### config.mk
export PLATFORM = sky130hd
export DESIGN_NAME = spi_pattern_master
export DESIGN_NICKNAME = d
export VERILOG_FILES = /design/src/rtl/spi_pattern_master.sv
export SDC_FILE = /design/constraint.sdc
export NUM_CORES = 1
export LEC_CHECK = 0
export ABC_AREA = 1
export BUFFER_PORTS_ARGS = -buffer_cell sky130_fd_sc_hd__buf_2
export CAP_MARGIN = 20
export CORE_MARGIN = 10
export CORE_UTILIZATION = 49
export DETAILED_ROUTE_END_ITERATION = 8
export HOLD_SLACK_MARGIN = 0.1
export PLACE_DENSITY = 0.76
export SETUP_SLACK_MARGIN = 0.4
export SLEW_MARGIN = 20
export SYNTH_ARGS = -nofsm -noshare
export SYNTH_HDL_FRONTEND = slang
export SYNTH_SLANG_ARGS = --single-unit
### constraint.sdc
create_clock -name clk -period 3.05 [get_ports clk]
set_clock_uncertainty 0.2 [all_clocks]
set_input_delay 0 -clock clk [delete_from_list [all_inputs] [get_ports clk]]
set_output_delay 0 -clock clk [all_outputs]
set_load 0.05 [all_outputs]
### src/rtl/spi_pattern_master.sv
module spi_pattern_master #(
  parameter int DIV_W    = 8,
  parameter int LEN_W    = 8,
  parameter int FB_DELAY = 2
) (
  input  logic             clk,
  input  logic             rst_n,
  input  logic [DIV_W-1:0] div,
  input  logic             start,
  input  logic [LEN_W-1:0] len,
  input  logic [7:0]       tx_data,
  output logic             tx_pop,
  output logic [7:0]       rx_data,
  output logic             rx_valid,
  output logic             busy,
  output logic             sclk,
  output logic             mosi,
  input  logic             miso,
  output logic             cs_n
);
  localparam int BYTE_BITS = 8;
  localparam int PAT_BITS  = 2 * BYTE_BITS;
  localparam int PCNT_W    = $clog2(PAT_BITS + 1);
  localparam int BCNT_W    = $clog2(BYTE_BITS);

  function automatic logic [PAT_BITS-1:0] alt_pattern();
    logic [PAT_BITS-1:0] p;
    for (int i = 0; i < PAT_BITS; i++) p[i] = ((i % 2) == 0);
    return p;
  endfunction

  localparam logic [PAT_BITS-1:0] PATTERN = alt_pattern();

  typedef enum logic [2:0] {S_IDLE, S_LEAD, S_RUN, S_TRAIL, S_FIN} state_t;

  state_t              state;
  logic [DIV_W-1:0]    div_q, tcnt;
  logic [PAT_BITS-1:0] pat;
  logic [PCNT_W-1:0]   pat_left;
  logic [LEN_W-1:0]    words_left, tx_left;
  logic                accept, tick;

  assign accept = (state == S_IDLE) && start && (len != '0);
  assign tick   = (state != S_IDLE) && (tcnt == div_q - 1'b1);

  // pattern-clock generator and chip-select sequencing
  always_ff @(posedge clk or negedge rst_n) begin
    if (!rst_n) begin
      state      <= S_IDLE;
      cs_n       <= 1'b1;
      busy       <= 1'b0;
      sclk       <= 1'b0;
      pat        <= '0;
      pat_left   <= '0;
      words_left <= '0;
      div_q      <= DIV_W'(1);
      tcnt       <= '0;
    end else begin
      tcnt <= (state == S_IDLE || tick) ? '0 : tcnt + 1'b1;
      case (state)
        S_IDLE: if (accept) begin
          state      <= S_LEAD;
          cs_n       <= 1'b0;
          busy       <= 1'b1;
          div_q      <= (div == '0) ? DIV_W'(1) : div;
          words_left <= len - 1'b1;
        end
        S_LEAD: if (tick) begin
          state    <= S_RUN;
          sclk     <= PATTERN[PAT_BITS-1];
          pat      <= PATTERN << 1;
          pat_left <= PCNT_W'(PAT_BITS - 1);
        end
        S_RUN: if (tick) begin
          if (pat_left != '0) begin
            sclk     <= pat[PAT_BITS-1];
            pat      <= pat << 1;
            pat_left <= pat_left - 1'b1;
          end else if (words_left != '0) begin
            sclk       <= PATTERN[PAT_BITS-1];
            pat        <= PATTERN << 1;
            pat_left   <= PCNT_W'(PAT_BITS - 1);
            words_left <= words_left - 1'b1;
          end else begin
            sclk  <= 1'b0;
            state <= S_TRAIL;
          end
        end
        S_TRAIL: if (tick) begin
          cs_n  <= 1'b1;
          state <= S_FIN;
        end
        S_FIN: begin
          busy  <= 1'b0;
          state <= S_IDLE;
        end
        default: state <= S_IDLE;
      endcase
    end
  end

  // fed-back clock: the data lines follow this delayed copy
  logic [FB_DELAY-1:0] fb;
  logic                fb_prev, fb_rise, fb_fall;

  always_ff @(posedge clk or negedge rst_n) begin
    if (!rst_n) begin
      fb      <= '0;
      fb_prev <= 1'b0;
    end else begin
      fb      <= FB_DELAY'({fb, sclk});
      fb_prev <= fb[FB_DELAY-1];
    end
  end

  assign fb_rise = fb[FB_DELAY-1] & ~fb_prev;
  assign fb_fall = ~fb[FB_DELAY-1] & fb_prev;

  // byte shifters clocked by the fed-back edges
  logic [7:0]        tx_sh;
  logic [6:0]        rx_sh;
  logic [BCNT_W-1:0] rcnt, fcnt;

  always_ff @(posedge clk or negedge rst_n) begin
    if (!rst_n) begin
      tx_sh    <= '0;
      rx_sh    <= '0;
      rcnt     <= '0;
      fcnt     <= '0;
      tx_left  <= '0;
      tx_pop   <= 1'b0;
      rx_valid <= 1'b0;
      rx_data  <= '0;
    end else begin
      tx_pop   <= 1'b0;
      rx_valid <= 1'b0;
      if (accept) begin
        tx_sh   <= tx_data;
        tx_pop  <= 1'b1;
        tx_left <= LEN_W'(len - 1'b1);
        rcnt    <= '0;
        fcnt    <= '0;
      end else begin
        if (fb_rise) begin
          rx_sh <= {rx_sh[5:0], miso};
          rcnt  <= rcnt + 1'b1;
          if (rcnt == BCNT_W'(BYTE_BITS - 1)) begin
            rx_data  <= {rx_sh, miso};
            rx_valid <= 1'b1;
          end
        end
        if (fb_fall) begin
          fcnt <= fcnt + 1'b1;
          if (fcnt == BCNT_W'(BYTE_BITS - 1) && tx_left != '0) begin
            tx_sh   <= tx_data;
            tx_pop  <= 1'b1;
            tx_left <= tx_left - 1'b1;
          end else begin
            tx_sh <= {tx_sh[6:0], 1'b0};
          end
        end
      end
    end
  end

  assign mosi = tx_sh[7];

  a_r3_sclk_low_when_deselected: assert property (@(posedge clk) disable iff (!rst_n)
    cs_n |-> !sclk);
  a_r3_no_edge_while_deselected: assert property (@(posedge clk) disable iff (!rst_n)
    !$stable(sclk) |-> !cs_n);
  a_r8_busy_covers_select: assert property (@(posedge clk) disable iff (!rst_n)
    !cs_n |-> busy);
  a_r8_busy_drops_after_release: assert property (@(posedge clk) disable iff (!rst_n)
    $fell(busy) |-> (cs_n && $past(cs_n)));
  a_r6_rx_valid_single: assert property (@(posedge clk) disable iff (!rst_n)
    rx_valid |=> !rx_valid);
  a_r10_pop_single: assert property (@(posedge clk) disable iff (!rst_n)
    tx_pop |=> !tx_pop);
  a_r4_div_held: assert property (@(posedge clk) disable iff (!rst_n)
    (busy && $past(busy)) |-> $stable(div_q));
endmodule

==> results.yml, run 1 <==
global_routing:
  grtUsageTotal_pct: 15.53
  grt_max_degree: 72
  grt_pass1_vias: 4043
  antenna_found_initial: 0
  overflow: 0
  grt_pass1_wl_um: 18550
route:
  drtIter0Drc: 300
  remaining_drc_errors: 0
  vias: 4107
  wl_per_cell_um: 13.06
  avgViaCountPerCell: 4.954
  routed_wl_um: 10830
  firstDrtPassIters: 6
  ant_nets: 0
finish:
  drive_gt1_share_pct: 14.51
  antennaDiodeCount: 0
  fillerInstances: 835
  final_nets: 732
  syn_to_final_growth_pct: 19.85
  instances_no_fill: 829
synth:
  yosys.cell_count.top_type: "nand2_1"
  syn_inst: 608
  yosys-top-cells-area: "dfrtp_1 47%, nand2_1 11%, o21ai_0 6.6%"
  synthFlopType: "dfrtp_1"
  synth_cell_types: 41
  netlist_area_um2: 4842
  ys_async_sr_fraction_pct: 100.0
  syn_avg_cell_area_um2: 7.964
  synth_area_leader_cell: "dfrtp_1"
  synth_top_area_share_pct: 46.51
  synth_nets: 649
  yosys_warnings: 0
  synth_edf_count: 0
  seq_area_frac_synth_pct: 47.60
  synth_common_cells: "142 x nand2_1, 90 x dfrtp_1, 82 x inv_1, 65 x nor2_1, 64 x o21ai_0"
  ys_ff_latch: 92
floorplanning:
  dieHeight_um: 119.4
  dieArea_um2: 14260
  ioPinCount: 42
  die_x_um: 119.4
  start_util_pct: 50.00
  coreArea_um2: 9684
  rows: 36
power:
  power_density_nw_per_um2: 377.0
  netSwitchingPower_mw: 0.5264
  clockPowerShare_pct: 39.4
  vdd.ir_drop.worst_uv: 192.5
  power_leakage_nw: 2.918
  pwr-share-comb_pct: 4.8
  p_int_mw: 1.661
  p_seq_share_pct: 55.8
  swShare_pct: 24.06
run:
  cap_violations: 0
run_status:
  run_status: "finished clean"
sta:
  hold_viol_final: 0
  setup_violations: 0
  fin_ws_ns: 0.5851
  slew_headroom_pct: 40.39
  fmax_mhz: 405.7
  slew_viol_final: 0
  setup_tns_ns: 0
  post-route-period-util_pct: 80.82
  fin_crit_ns: 2.465
  rsz0062_at_grt: "true"
  worst_slew_pin_slew_ns: 0.8941
setup_path:
  worstPathMaxFanout: 5
  critPathKind: "reg -> reg"
  startpoint: "div_q[0]$_DFFE_PN1P_"
  slowest_stage: "dfstp_2"
  cp-end-kind: "register"
  required_ns: 3.13
  worstPathCellList: "inv_2, ha_1, xnor2_1, nor2_1, nand2_1, nor2_1, nand2_1, nor2_2, nand2_2, nor2_4, buf_4, nand3_1, nand2_1, inv_1"
  start_kind: "register"
  worstReg2RegStart: "div_q[0]$_DFFE_PN1P_"
  worst-path-buf-inv: 3
  crit_top_cell: "nand2_1"
  critPathTopFamily: "simple AND/OR/NAND/NOR gates"
  max_stage_delay_ns: 0.57
  cp.arrival_ns: 2.54
placement:
  dpl.hpwl_um: 7236
  pre_cts_slack_ns: 0.3834
  dp.cells: 772
  port_buffers: 41
  place_congestion: 0.8371
clock_tree:
  path_clk_slew_ns: 0.10
  cts_tree: "done"
  cts.sinks: 92
  root_buffer: "clkbuf_8"
  clk_latency_ns: 0.38
  cts_buffers: 9
  cts_buffer_depth: 2
  cts_max_level: 3
min_path:
  hp-class: "in -> async"
state kept, by name (all words and copies together) (netlist names), 5 cells and up:
name        flops
pat_left        5
pat            15
div_q           8
rx_sh           7
rx_data         8
tx_left         8
words_left      8
tcnt            8
tx_sh           8
per-stage QoR:
stage / hold slack (ns) / power [mW] / util, % / cell area (um^2)
floorplan: -0.4956 / 1.264 / - / 4842
global placement: -0.02586 / 1.317 / 53.36 / 5167
detailed placement: -0.009178 / 1.318 / 53.36 / 5167
CTS: 0.1216 / 2.211 / 59.56 / 5768
global route: 0.1617 / 2.275 / 59.92 / 5803
finish: 0.08383 / 2.188 / 59.92 / 5803
kinds of logic (layout without fill, tap and decap cells):
family,after synthesis,after routing,share of synthesized area (%)
flops,92,92,47.60
fa+ha+maj,13,13,3.359
xor+xnor,21,21,3.799
simple gates,282,282,25.40
buf+inv,103,191,8.656
compound gates,96,96,10.98
mux,1,1,0.2067
worst paths after layout:
check                                       end  slack, ns  cells after the start
max in group asynchronous   rcnt[1]$_DFFE_PN0P_       1.83                      3
setup / recovery            pat[11]$_DFFE_PN0P_       0.59                     14
hold reg to reg                 fb[1]$_DFF_PN0_       0.18                      0
setup reg to reg            pat[11]$_DFFE_PN0P_       0.59                     14
min in group clk                fb[1]$_DFF_PN0_       0.18                      0
hold / removal             div_q[1]$_DFFE_PN0P_       0.08                      2
area by class of cell:
class | count | area, um^2 | share of cell area [%]
Inverter | 88 | 332.8 | 5.735
Timing Repair Buffer | 87 | 649.4 | 11.19
Clock inverter | 7 | 81.33 | 1.401
Sequential cell | 92 | 2305 | 39.72
Tap cell | 133 | 166.4 | 2.868
Multi-Input combinational cell | 413 | 2145 | 36.96
Clock buffer | 9 | 123.9 | 2.135
routing by layer:
| layer | share of wire (%) | wire [um] | vias to the layer above | global-route usage [%] |
|---|---|---|---|---|
| met5 | 0 | 0 | - | 0 |
| met4 | 2.1 | 225 | 0 | 6.787 |
| met3 | 3.7 | 398 | 14 | 3.118 |
| met2 | 48 | 5174 | 75 | 26.07 |
| met1 | 46 | 5027 | 1927 | 18.98 |
| li1 | - | - | 2091 | - |
placed cells by master (no fill, tap or decap), types with 2 or more instances in the layout:
cell type        n
o22ai_1          6
dfstp_2          2
a22o_1           2
nor2_2           4
ha_1            12
o21ai_0         63
o21ai_1          8
nor2_4           3
buf_2           40
inv_2            4
o21ai_2          7
nand3_1         40
dfrtp_1         90
a21oi_1          6
nor3b_1          2
clkbuf_8         9
nand2_2          3
nor2_1          64
nand3b_1         2
nand2_1        142
clkinv_1         2
inv_1           81
nor3_2           2
xnor2_1          8
nand4_1          4
nor3_1           8
dlygate4sd3_1   37
or2_2            3
inv_6            2
xor2_1          12
buf_4            9
clkinv_4         2
power groups by stage:
stage / clock (mW) / sequential (mW) / combinational, mW
after CTS: 0.885 / 1.22 / 0.105
after floorplan: 0 / 1.25 / 0.0186
after global routing: 0.935 / 1.22 / 0.119
final: 0.861 / 1.22 / 0.106
after detailed placement: 0 / 1.24 / 0.0735
after global placement: 0 / 1.24 / 0.0722
what timing repair did:
| item | CTS | global route |
|---|---|---|
| hold endpoints to repair | 107 | 0 |
| resized for setup | 0 | 7 |
| buffers inserted | 2 | 2 |
| pin swaps | 1 | 2 |
| setup endpoints to repair | 1 | 19 |
| gates cloned | 0 | 0 |
| hold buffers | 38 | 0 |
Note: power is estimated with default switching activity, not from simulation.
==> run 2: changes to the inputs <==
--- a/config.mk
+++ b/config.mk
@@ -12,7 +12,7 @@
 export CORE_UTILIZATION = 49
 export DETAILED_ROUTE_END_ITERATION = 8
 export HOLD_SLACK_MARGIN = 0.1
-export PLACE_DENSITY = 0.76
+export PLACE_DENSITY = 0.78
 export SETUP_SLACK_MARGIN = 0.4
 export SLEW_MARGIN = 20
 export SYNTH_ARGS = -nofsm -noshare
==> constraint.sdc (replaced) <==
create_clock -name clk -period 2.1 [get_ports clk]
set_clock_uncertainty 0.2 [all_clocks]
set_input_delay 0 -clock clk [delete_from_list [all_inputs] [get_ports clk]]
set_output_delay 0 -clock clk [all_outputs]
set_load 0.05 [all_outputs]
==> results.yml, run 2 (same netlist as run 1, synthesis figures left out) <==
clock_tree:
  cts_max_level: 3
  cts.sinks: 92
  cts_tree: "done"
  path_clk_slew_ns: 0.10
  cts_buffer_depth: 2
  cts_buffers: 9
  root_buffer: "clkbuf_8"
  clk_latency_ns: 0.37
finish:
  final_nets: 778
  fillerInstances: 612
  final_common_cell: "nand2_1"
  fin_area_um2: 6773
  fin_util_pct: 69.94
  antennaDiodeCount: 0
  largest_register: "pat"
  drive_gt1_share_pct: 32.88
  largest_reg_flops: 15
  syn_to_final_growth_pct: 39.87
  final_cell_mix: "107 x nand2_1, 90 x dfrtp_1, 68 x inv_1, 54 x nor2_1, 40 x buf_2"
setup_path:
  worstPathMaxFanout: 4
  critPathKind: "reg -> reg"
  rr_worst_depth: 14
  start_kind: "register"
  cp.arrival_ns: 2.35
  worstPathCellList: "inv_2, ha_4, xnor2_1, nor2_1, nand2_1, nor2_1, nand2_1, nor2_2, nand2_2, buf_4, nand3_1, nand2_2, nand2_1, o21ai_0"
  cp-end-kind: "register"
  critPathTopFamily: "simple AND/OR/NAND/NOR gates"
  crit_cells: 14
  slowest_stage: "dfstp_2"
  crit_top_cell: "nand2_1"
  max_stage_delay_ns: 0.55
  required_ns: 2.12
  worst-path-buf-inv: 2
floorplanning:
  die_x_um: 119.4
  rows: 36
  start_util_pct: 50.00
  ioPinCount: 42
  dieArea_um2: 14260
  dieHeight_um: 119.4
  coreArea_um2: 9684
sta:
  worst_slew_pin_slew_ns: 0.4443
  post-route-period-util_pct: 110.7
  fmax_mhz: 430.0
  slew_viol_final: 0
  rsz0062_at_grt: "true"
  fin_ws_ns: -0.2256
  fin_crit_ns: 2.326
  slew_headroom_pct: 70.17
  setup_violations: 44
  fin_hold_ws_ns: 0.07631
  hold_viol_final: 0
power:
  fin_total_pwr_mw: 3.311
  vdd.ir_drop.worst_uv: 319.0
  power_leakage_nw: 3.282
  power_density_nw_per_um2: 488.9
placement:
  dpl.hpwl_um: 7522
  placed_area_um2: 5324
  port_buffers: 41
  place_congestion: 0.8487
  pre_cts_slack_ns: -0.3042
route:
  routed_wl_um: 15180
  ant_nets: 0
  firstDrtPassIters: 7
  avgViaCountPerCell: 5.488
  wl_per_cell_um: 17.35
  remaining_drc_errors: 0
  vias: 4802
  drtIter0Drc: 459
global_routing:
  grt_pass1_wl_um: 20870
  grt_max_degree: 40
  antenna_found_initial: 0
  grt_use_met2_pct: 29.50
  grtUsageTotal_pct: 17.15
  grt_use_met1_pct: 20.66
  busiest_layer: "met2"
  overflow: 0
  grt_pass1_vias: 4463
  met3_usage_pct: 3.212
min_path:
  whs_path_depth: 6
  hp-class: "in -> reg"
run_status:
  run_status: "complete, but fails checks"
  violations: "setup timing"
run:
  cap_violations: 0
==> run 2: cell count changes in the layout (fill, tap and decap cells not counted), sizes merged, moves of 2 or more <==
cell	change
buf	+47
nand2	+4
clkbuf	+4
inv	-2
dlygate4sd3	-8
==> run 2: final timing paths <==
path	startpoint	to	slack, ns
min	len[1]	words_left[1]$_DFFE_PN0P_	0.08
max reg2reg	div_q[0]$_DFFE_PN1P_	state[1]$_DFFE_PN0P_	-0.23
min in group asynchronous	rst_n	tx_sh[0]$_DFFE_PN0P_	0.43
min reg2reg	sclk$_DFFE_PN0P_	fb[0]$_DFF_PN0_	0.20
max	div_q[0]$_DFFE_PN1P_	state[1]$_DFFE_PN0P_	-0.23
max in group asynchronous	rst_n	cs_n$_DFFE_PN1P_	0.59
==> run 2: worst register-to-register path, cell delays in order (launching register included) <==
cell,delay (ns)
dfstp_2,0.55
inv_2,0.05
ha_4,0.23
xnor2_1,0.12
nor2_1,0.11
nand2_1,0.06
nor2_1,0.09
nand2_1,0.07
nor2_2,0.12
nand2_2,0.09
buf_4,0.17
nand3_1,0.09
nand2_2,0.09
nand2_1,0.07
o21ai_0,0.09
==> run 2: area by class of cell <==
| type | instances | area [um^2] | area share [%] |
|---|---|---|---|
| clock buffer | 10 | 127.6 | 1.884 |
| multi-input combinational | 417 | 2614 | 38.59 |
| inverter | 88 | 347.8 | 5.136 |
| tap | 133 | 166.4 | 2.457 |
| clock inverter | 6 | 93.84 | 1.386 |
| timing repair buffer | 129 | 1119 | 16.52 |
| sequential | 92 | 2305 | 34.03 |
==> run 2: through the flow <==
step | instances | TNS, ns
after floorplan | 608 | -2.093
after global placement | 788 | -5.863
after detailed placement | 788 | -8.991
after CTS | 853 | -6.052
after global routing | 875 | -12.25
final | 875 | -6.499
==> run 2: power breakdown <==
group          internal, mW  switching [mW]  leakage, nW  total, mW
logic                0.0800           0.102         1.98      0.182
clock network         0.683           0.673        0.107       1.36
registers              1.77         0.00122         1.20       1.77
total                  2.54           0.776         3.28       3.31
==> run 2: layer usage <==
layer | share of wire [%] | vias up
li1 | - | 2195
met1 | 38 | 2288
met2 | 50 | 245
met3 | 6.3 | 74
met4 | 5.5 | 0
met5 | 0 | -
==> run 2: timing repair <==
item / 4_1_cts / 5_1_grt
hold endpoints to repair: 126 / 13
hold buffers: 28 / 7
setup buffers: 15 / 18
resized for setup: 82 / 105
gates cloned: 6 / 3
pin swaps: 22 / 30
endpoints found under the setup margin: 83 / 91
==> run 3: changes to the inputs <==
--- a/config.mk
+++ b/config.mk
@@ -8,11 +8,12 @@
 export ABC_AREA = 1
 export BUFFER_PORTS_ARGS = -buffer_cell sky130_fd_sc_hd__buf_2
 export CAP_MARGIN = 20
+export CORE_ASPECT_RATIO = 1.25
 export CORE_MARGIN = 10
 export CORE_UTILIZATION = 49
 export DETAILED_ROUTE_END_ITERATION = 8
 export HOLD_SLACK_MARGIN = 0.1
-export PLACE_DENSITY = 0.78
+export PLACE_DENSITY = 0.76
 export SETUP_SLACK_MARGIN = 0.4
 export SLEW_MARGIN = 20
 export SYNTH_ARGS = -nofsm -noshare
==> constraint.sdc (replaced) <==
create_clock -name clk -period 2.6 [get_ports clk]
set_clock_uncertainty 0.2 [all_clocks]
set_input_delay 0 -clock clk [delete_from_list [all_inputs] [get_ports clk]]
set_output_delay 0 -clock clk [all_outputs]
set_load 0.05 [all_outputs]
==> results.yml, run 3 (same netlist as run 1, synthesis figures left out) <==
finish:
  largest_reg_flops: 15
  drive_gt1_share_pct: 19.35
  final_common_cell: "nand2_1"
  syn_to_final_growth_pct: 26.64
  fin_area_um2: 6132
  largest_register: "pat"
  final_cell_mix: "124 x nand2_1, 90 x dfrtp_1, 82 x inv_1, 62 x nor2_1, 59 x o21ai_0"
  final_nets: 739
floorplanning:
  start_util_pct: 50.13
  dieHeight_um: 131.1
  coreArea_um2: 9659
  die_x_um: 108.9
  dieArea_um2: 14280
  rows: 40
  ioPinCount: 42
clock_tree:
  cts_tree: "done"
  cts_buffers: 9
  cts_max_level: 3
  path_clk_slew_ns: 0.06
  cts.sinks: 92
  clk_latency_ns: 0.34
  root_buffer: "clkbuf_16"
  cts_buffer_depth: 2
global_routing:
  grt_pass1_vias: 4301
  overflow: 0
  antenna_found_initial: 2
  grtUsageTotal_pct: 16.07
  grt_pass1_wl_um: 19220
  grt_max_degree: 93
sta:
  hold_viol_final: 0
  post-route-period-util_pct: 92.77
  rsz0062_at_grt: "true"
  setup_tns_ns: 0
  slew_viol_final: 0
  fmax_mhz: 414.6
  slew_headroom_pct: 59.21
  fin_crit_ns: 2.412
  setup_violations: 0
  worst_slew_pin_slew_ns: 0.6112
setup_path:
  required_ns: 2.68
  slowest_stage: "dfstp_2"
  worstPathCellList: "inv_4, ha_4, xnor2_2, nor2_1, nand2_1, nor2_1, nand2_1, nor2_2, nand2_2, nor2_4, buf_12, nand2_4, nand2_1, nand2_1, inv_1"
  critPathKind: "reg -> reg"
  worst-path-buf-inv: 3
  critPathTopFamily: "simple AND/OR/NAND/NOR gates"
  cp.arrival_ns: 2.49
  crit_top_cell: "nand2_1"
  worstPathMaxFanout: 12
  max_stage_delay_ns: 0.57
  cp-end-kind: "register"
  start_kind: "register"
route:
  wl_per_cell_um: 13.66
  avgViaCountPerCell: 5.224
  remaining_drc_errors: 0
  routed_wl_um: 11350
  vias: 4341
  ant_nets: 0
  firstDrtPassIters: 5
  drtIter0Drc: 212
placement:
  dpl.hpwl_um: 7128
  port_buffers: 41
  place_congestion: 0.8229
  placed_area_um2: 5191
power:
  power_density_nw_per_um2: 467.0
  power_leakage_nw: 3.033
  vdd.ir_drop.worst_uv: 344.1
min_path:
  hp-class: "reg -> reg"
run:
  cap_violations: 0
run_status:
  run_status: "finished clean"
==> run 3: path summary, 6_finish.rpt <==
path,start,to,slack [ns],depth (start not counted)
worst min register to register,fb[0]$_DFF_PN0_,fb[1]$_DFF_PN0_,0.17,0
worst max register to register,div_q[0]$_DFFE_PN1P_,pat_left[1]$_DFFE_PN0P_,0.19,15
worst min-delay path,fb[0]$_DFF_PN0_,fb[1]$_DFF_PN0_,0.17,0
max in group asynchronous,rst_n,cs_n$_DFFE_PN1P_,1.16,4
worst max-delay path,div_q[0]$_DFFE_PN1P_,pat_left[1]$_DFFE_PN0P_,0.19,15
min in group asynchronous,rst_n,rx_data[2]$_DFFE_PN0P_,0.65,4
==> run 3: timing repair <==
item | in CTS | in global routing
setup buffers | 4 | 9
hold buffers | 33 | 0
pin swaps | 17 | 10
hold endpoints to repair | 130 | 0
endpoints found under the setup margin | 33 | 61
resized for setup | 22 | 30
cloned | 3 | 0
==> run 3: routing by layer <==
layer / track usage [%] / share of wire (%) / up-vias
li1: - / - / 2115
met1: 18.74 / 41 / 2083
met2: 27.28 / 52 / 120
met3: 2.593 / 4.7 / 23
met4: 8.223 / 2.5 / 0
met5: 0 / 0 / -
==> run 3: final cells by class <==
type | instances | area [um^2]
timing repair buffer | 92 | 718.2
multi-input combinational | 415 | 2310
inverter | 88 | 340.3
sequential | 92 | 2305
clock buffer | 13 | 250.2
clock inverter | 3 | 46.29
fill | 768 | 3527
tap | 126 | 157.7
antenna | 2 | 5.005
==> run 3: power by group <==
group	total [mW]	leakage (nW)	internal, mW	switching [mW]
Sequential	1.43	1.20	1.43	0.000804
Clock	1.30	0.140	0.774	0.530
Combinational	0.126	1.70	0.0596	0.0665
Total	2.86	3.03	2.27	0.597
==> run 3: metrics by stage <==
| stage | total power, mW | util (%) | instances | hold WS (ns) | setup slack, ns |
|---|---|---|---|---|---|
| floorplan | 1.482 | - | 608 | -0.4956 | 0.3907 |
| global placement | 1.545 | 53.74 | 765 | -0.1144 | 0.2285 |
| detailed placement | 1.547 | 53.74 | 765 | -0.1129 | 0.1766 |
| CTS | 2.882 | 61.72 | 821 | 0.1674 | 0.2576 |
| global route | 2.957 | 63.48 | 831 | 0.1711 | 0.01122 |
| finish | 2.864 | 63.48 | 831 | 0.1699 | 0.1879 |
